[src/rtl/frame_crc_packer.sv]
module frame_crc_packer #(
  parameter int NCH    = 8,
  parameter int SMP_W  = 12,
  parameter int CNT_W  = 8,
  parameter int STAT_W = 10,
  parameter int ID_W   = 10,
  parameter int SEQ_W  = 16,
  parameter int WORD_W = 16,
  parameter int DATA_W = 224,
  parameter int CRC_W  = 32,
  parameter logic [CRC_W-1:0] POLY = 32'h04C11DB7
) (
  input  logic                   clk,
  input  logic                   rst_n,
  input  logic                   tick,
  input  logic [NCH*SMP_W-1:0]   adc_in,
  input  logic [NCH*CNT_W-1:0]   cnt_in,
  input  logic [STAT_W-1:0]      status_in,
  input  logic [ID_W-1:0]        card_id,
  input  logic                   out_ready,
  output logic                   out_valid,
  output logic [WORD_W-1:0]      out_data,
  output logic                   out_last,
  output logic                   overrun
);

  localparam int PAY_W  = NCH*SMP_W + NCH*CNT_W + STAT_W + ID_W + SEQ_W;
  localparam int PAD_W  = DATA_W - PAY_W;
  localparam int DWORDS = DATA_W / WORD_W;
  localparam int NWORDS = (DATA_W + CRC_W) / WORD_W;
  localparam int IW     = $clog2(NWORDS);
  localparam int CNT_HI = DATA_W - NCH*SMP_W;

  logic [DATA_W-1:0] data_sh, frame_w;
  logic [CRC_W-1:0]  crc;
  logic [IW-1:0]     idx;
  logic [SEQ_W-1:0]  seq;
  logic              in_data;

  function automatic logic [CRC_W-1:0] crc_step(input logic [CRC_W-1:0] c_in,
                                                 input logic [WORD_W-1:0] w);
    logic [CRC_W-1:0] c;
    logic fb;
    c = c_in;
    for (int b = WORD_W-1; b >= 0; b--) begin
      fb = c[CRC_W-1] ^ w[b];
      c  = {c[CRC_W-2:0], 1'b0};
      if (fb) c = c ^ POLY;
    end
    return c;
  endfunction

  always_comb begin
    frame_w = '0;
    for (int k = 0; k < NCH; k++) begin
      frame_w[DATA_W-1-k*SMP_W -: SMP_W] = adc_in[k*SMP_W +: SMP_W];
      frame_w[CNT_HI-1-k*CNT_W -: CNT_W] = cnt_in[k*CNT_W +: CNT_W];
    end
    frame_w[PAD_W +: STAT_W+ID_W+SEQ_W] = {status_in, card_id, seq};
  end

  assign in_data   = idx < IW'(DWORDS);
  assign out_data  = in_data ? data_sh[DATA_W-1 -: WORD_W] : ~crc[CRC_W-1 -: WORD_W];
  assign out_last  = out_valid && (idx == IW'(NWORDS-1));

  always_ff @(posedge clk) begin
    if (!rst_n) begin
      data_sh   <= '0;
      crc       <= '1;
      idx       <= '0;
      seq       <= '0;
      out_valid <= 1'b0;
      overrun   <= 1'b0;
    end else begin
      if (tick) begin
        if (!out_valid) begin
          data_sh   <= frame_w;
          crc       <= '1;
          idx       <= '0;
          seq       <= seq + 1'b1;
          out_valid <= 1'b1;
        end else begin
          overrun <= 1'b1;
        end
      end
      if (out_valid && out_ready) begin
        idx <= idx + 1'b1;
        if (in_data) begin
          data_sh <= data_sh << WORD_W;
          crc     <= crc_step(crc, data_sh[DATA_W-1 -: WORD_W]);
        end else begin
          crc <= crc << WORD_W;
        end
        if (idx == IW'(NWORDS-1)) out_valid <= 1'b0;
      end
    end
  end

  a_r1_tick_starts_frame: assert property (@(posedge clk) disable iff (!rst_n)
    (tick && !out_valid) |=> (out_valid && !out_last));

  a_r4_last_only_when_valid: assert property (@(posedge clk) disable iff (!rst_n)
    out_last |-> out_valid);

  a_r5_hold_on_stall: assert property (@(posedge clk) disable iff (!rst_n)
    (out_valid && !out_ready) |=> (out_valid && $stable(out_data)));

  a_r5_drop_after_last: assert property (@(posedge clk) disable iff (!rst_n)
    (out_last && out_ready) |=> !out_valid);

  a_r7_overrun_cause: assert property (@(posedge clk) disable iff (!rst_n)
    $rose(overrun) |-> $past(tick && out_valid));

  a_r7_overrun_sticky: assert property (@(posedge clk) disable iff (!rst_n)
    overrun |=> overrun);

endmodule

[config.mk]
export PLATFORM = sky130hd
export DESIGN_NAME = frame_crc_packer
export DESIGN_NICKNAME = d
export VERILOG_FILES = /design/src/rtl/frame_crc_packer.sv
export SDC_FILE = /design/constraint.sdc
export NUM_CORES = 1
export LEC_CHECK = 0
export BUFFER_PORTS_ARGS = -buffer_cell sky130_fd_sc_hd__buf_2
export CORE_MARGIN = 2
export CORE_UTILIZATION = 44
export CTS_CLUSTER_SIZE = 20
export DETAILED_ROUTE_END_ITERATION = 7
export HOLD_SLACK_MARGIN = 0.15
export MAX_ROUTING_LAYER = met4
export PLACE_DENSITY = 0.73
export SLEW_MARGIN = 20
export SYNTH_ARGS = -nofsm -noshare
export SYNTH_HDL_FRONTEND = slang
export SYNTH_SLANG_ARGS = --single-unit
[constraint.sdc]
create_clock -name clk -period 5.2 [get_ports clk]
set_input_delay 0.52 -clock clk [delete_from_list [all_inputs] [get_ports clk]]
set_output_delay 0.52 -clock clk [all_outputs]
set_load 0.01 [all_outputs]
==> results.md <==
* Status: complete, no violations
* Ys async rst share at 0%
* Clk sinks at 278
* Commonest non-fill, non-tap cell in the layout: nand2_1
* Internal power at 6.34 mW
* Primary FF master, synth: dfxtp_1
* Global-route wire length before repair at 55.4 mm
* Area contributors post-synth: dfxtp_1 (41%), o211a_1 (15%), nand2_1 (13%)
* Yosys warnings at 0
* CTS resizes at 0
* Pin count of the biggest net entering global routing at 135
* Maximum clock rate at 0.355 GHz
* Post-layout min period at 2820 ps
* Final Hold Vio Count at 0
* RSZ-0062 raised after global routing: false
* EDFF count, synth at 0
* Slew @ Worst Pin at 1060 ps
* Setup_tns at 0 ps
* Sw frac at 35.5%
* CP required at 5600 ps
* H-tree depth at 1
* Arrival time at the worst endpoint at 3220 ps
* Root buffer cell: clkbuf_16
* Post-route clock skew at 18.3 ps
* Post-synthesis average cell area at 8.51 sq um
* GRT overflow at 0
* Total number of vias at 11487
* Period utilization at 54.2%
* Peak supply drop at 0.461 mV
* Die footprint at 0.0320 sq mm
* Most frequent cells in the layout: nand2_1 (449), dfxtp_1 (278), nand3_1 (214)
* Hold-fix buffer count after cts at 0
* Row cnt at 64
* Total global-route track usage at 22.2%
* Buffers on Ports at 202
* Gate power share at 51.3%
* Vias in the first global route at 10496
* Max Cap Viol at 0
* Num CTS Buffers at 30
* Post-Syn Area at 0.0134 sq mm
* Die Span X at 179 microns
* IO Pins at 203
* Pleak at 8.21 nW
* Initial antenna violation count at 0
* Cell Pwr Density at 626 mW/mm^2
* Routed wire per std cell at 16.9 microns
* Post-route ant nets at 0
* Post-synthesis sequential area ratio at 41.4%
* Library cells used by synthesis at 35
* Tightest Hold Check Type: in2reg
* Final Max Tran Viols at 0
* Post-Syn Instances at 1580
* DR pass1 iterations at 5
* Nets at 1877
* Post-DP HPWL at 23.8 mm
* Synth Net Count at 1766
* DRC errors left at 0
* DRT Wirelength at 35.7 mm
* P_sw at 3.49 mW
* Top cell type by total area after synthesis: dfxtp_1
* Sequential share of power at 25.3%
* Worst R2R Setup Slack at 2380 ps
* CTS tree: yes
* Clk slew on worst S/H paths at 60 ps
* Rel. slew slack at 29.1%
* PnR worst setup slack at 2380 ps
* Area after DPL at 0.0146 sq mm
* Die Ht at 179 microns
* Starting Density at 44.3%
* First DRT Iteration DRCs at 861
* Place WS at 2440 ps
* Synth-to-Final Area Change at 16.7%
* Share of the synthesized area in the top cell type at 41.4%
* Startpoint Class: flop
* Postcts setup bufs at 0
* Core Area at 0.0303 sq mm
* Fin area at 0.0157 sq mm
* Clock share of power at 23.4%
* Seq cells post-synth at 278
* Crit Path Category: reg2reg
* Clock Path Buffers at 3
* Worst skew pair latency at 550 ps
* Final Setup Violations at 0
* N_diodes at 0
* Fraction of layout cells with a size suffix above 1 at 16.5%
* Drt via density at 5.44
* Worst setup EP type: flop
* Max Fanout on Critical Path at 5
* Gp weighted congestion at 0.915
cells in the mapped netlist, types with 3 or more instances:
library cell and number:
a21boi_0 13, a21oi_1 14, and2_1 33, and3_1 5
buf_1 4, clkbuf_1 130, dfxtp_1 278, nand2_1 450
nand3_1 215, nand4_1 4, nor2_1 23, nor2b_1 4
o211a_1 196, o211ai_1 9, o21ai_0 32, o22a_1 9
o22ai_1 4, xnor2_1 90, xnor2_2 8, xnor3_1 17
xor2_1 19, xor2_2 3, xor3_1 3
power groups by stage:
stage | Sequential, mW | Clock (mW) | Combinational, mW
CTS | 2.49 | 2.33 | 5.04
floorplan | 2.48 | 0 | 4.17
global route | 2.51 | 2.43 | 5.52
finish | 2.49 | 2.30 | 5.04
global placement | 2.53 | 0 | 5.01
detailed placement | 2.54 | 0 | 4.99
cell type report:
type	instances	area, sq um
clock buffers	46	942
clock inverters	9	148
fillers	2827	14600
multi-input cells	1168	7410
flip-flops and latches	278	5570
well taps	396	495
repair buffers	213	1140
stage by stage:
step                hold slack (ps)  util [%]  power (mW)  cells
floorplan                       430         -        6.65   1580
global placement                441      48.1        7.54   2055
detailed placement              444      48.1        7.53   2055
CTS                             301      51.7        9.86   2110
global route                    316      51.7        10.5   2110
finish                          319      51.7        9.83   2110
registers in the layout (all words and copies together) (netlist names):
name	count
overrun	1
data_sh	224
seq	16
crc	32
out_valid	1
idx	4
final timing paths:
path / cells past startpoint / start / end
max: 7 / crc[27] / crc[6]
min reg2reg: 2 / data_sh[10] / data_sh[26]
max reg2reg: 7 / crc[27] / crc[6]
min: 4 / adc_in[42] / data_sh[182]
logic make-up after synthesis:
family,Yosys count,share of synthesized area (%)
simple gates,741,23.7
xor+xnor,143,12.4
flops,278,41.4
compound gates,281,18.5
mux,1,0.0744
fa+ha+maj,2,0.186
buf+inv,134,3.74
critical path, cell delays in order, from the launching register on:
cell and delay, ps:
dfxtp_1 370, xnor2_2 400, xnor3_1 580, xor2_1 370, xor3_1 540, xnor2_1 150
a21oi_1 150, o21ai_0 100
per-layer routing:
metal / vias up / wire [microns] / track usage (%)
li1: 5640 / - / -
met1: 5404 / 15700 / 29.4
met2: 386 / 17100 / 36.2
met3: 57 / 2080 / 2.29
met4: 0 / 898 / 5.86
met5: - / 0 / -
Power figures use the tool's default switching activity.
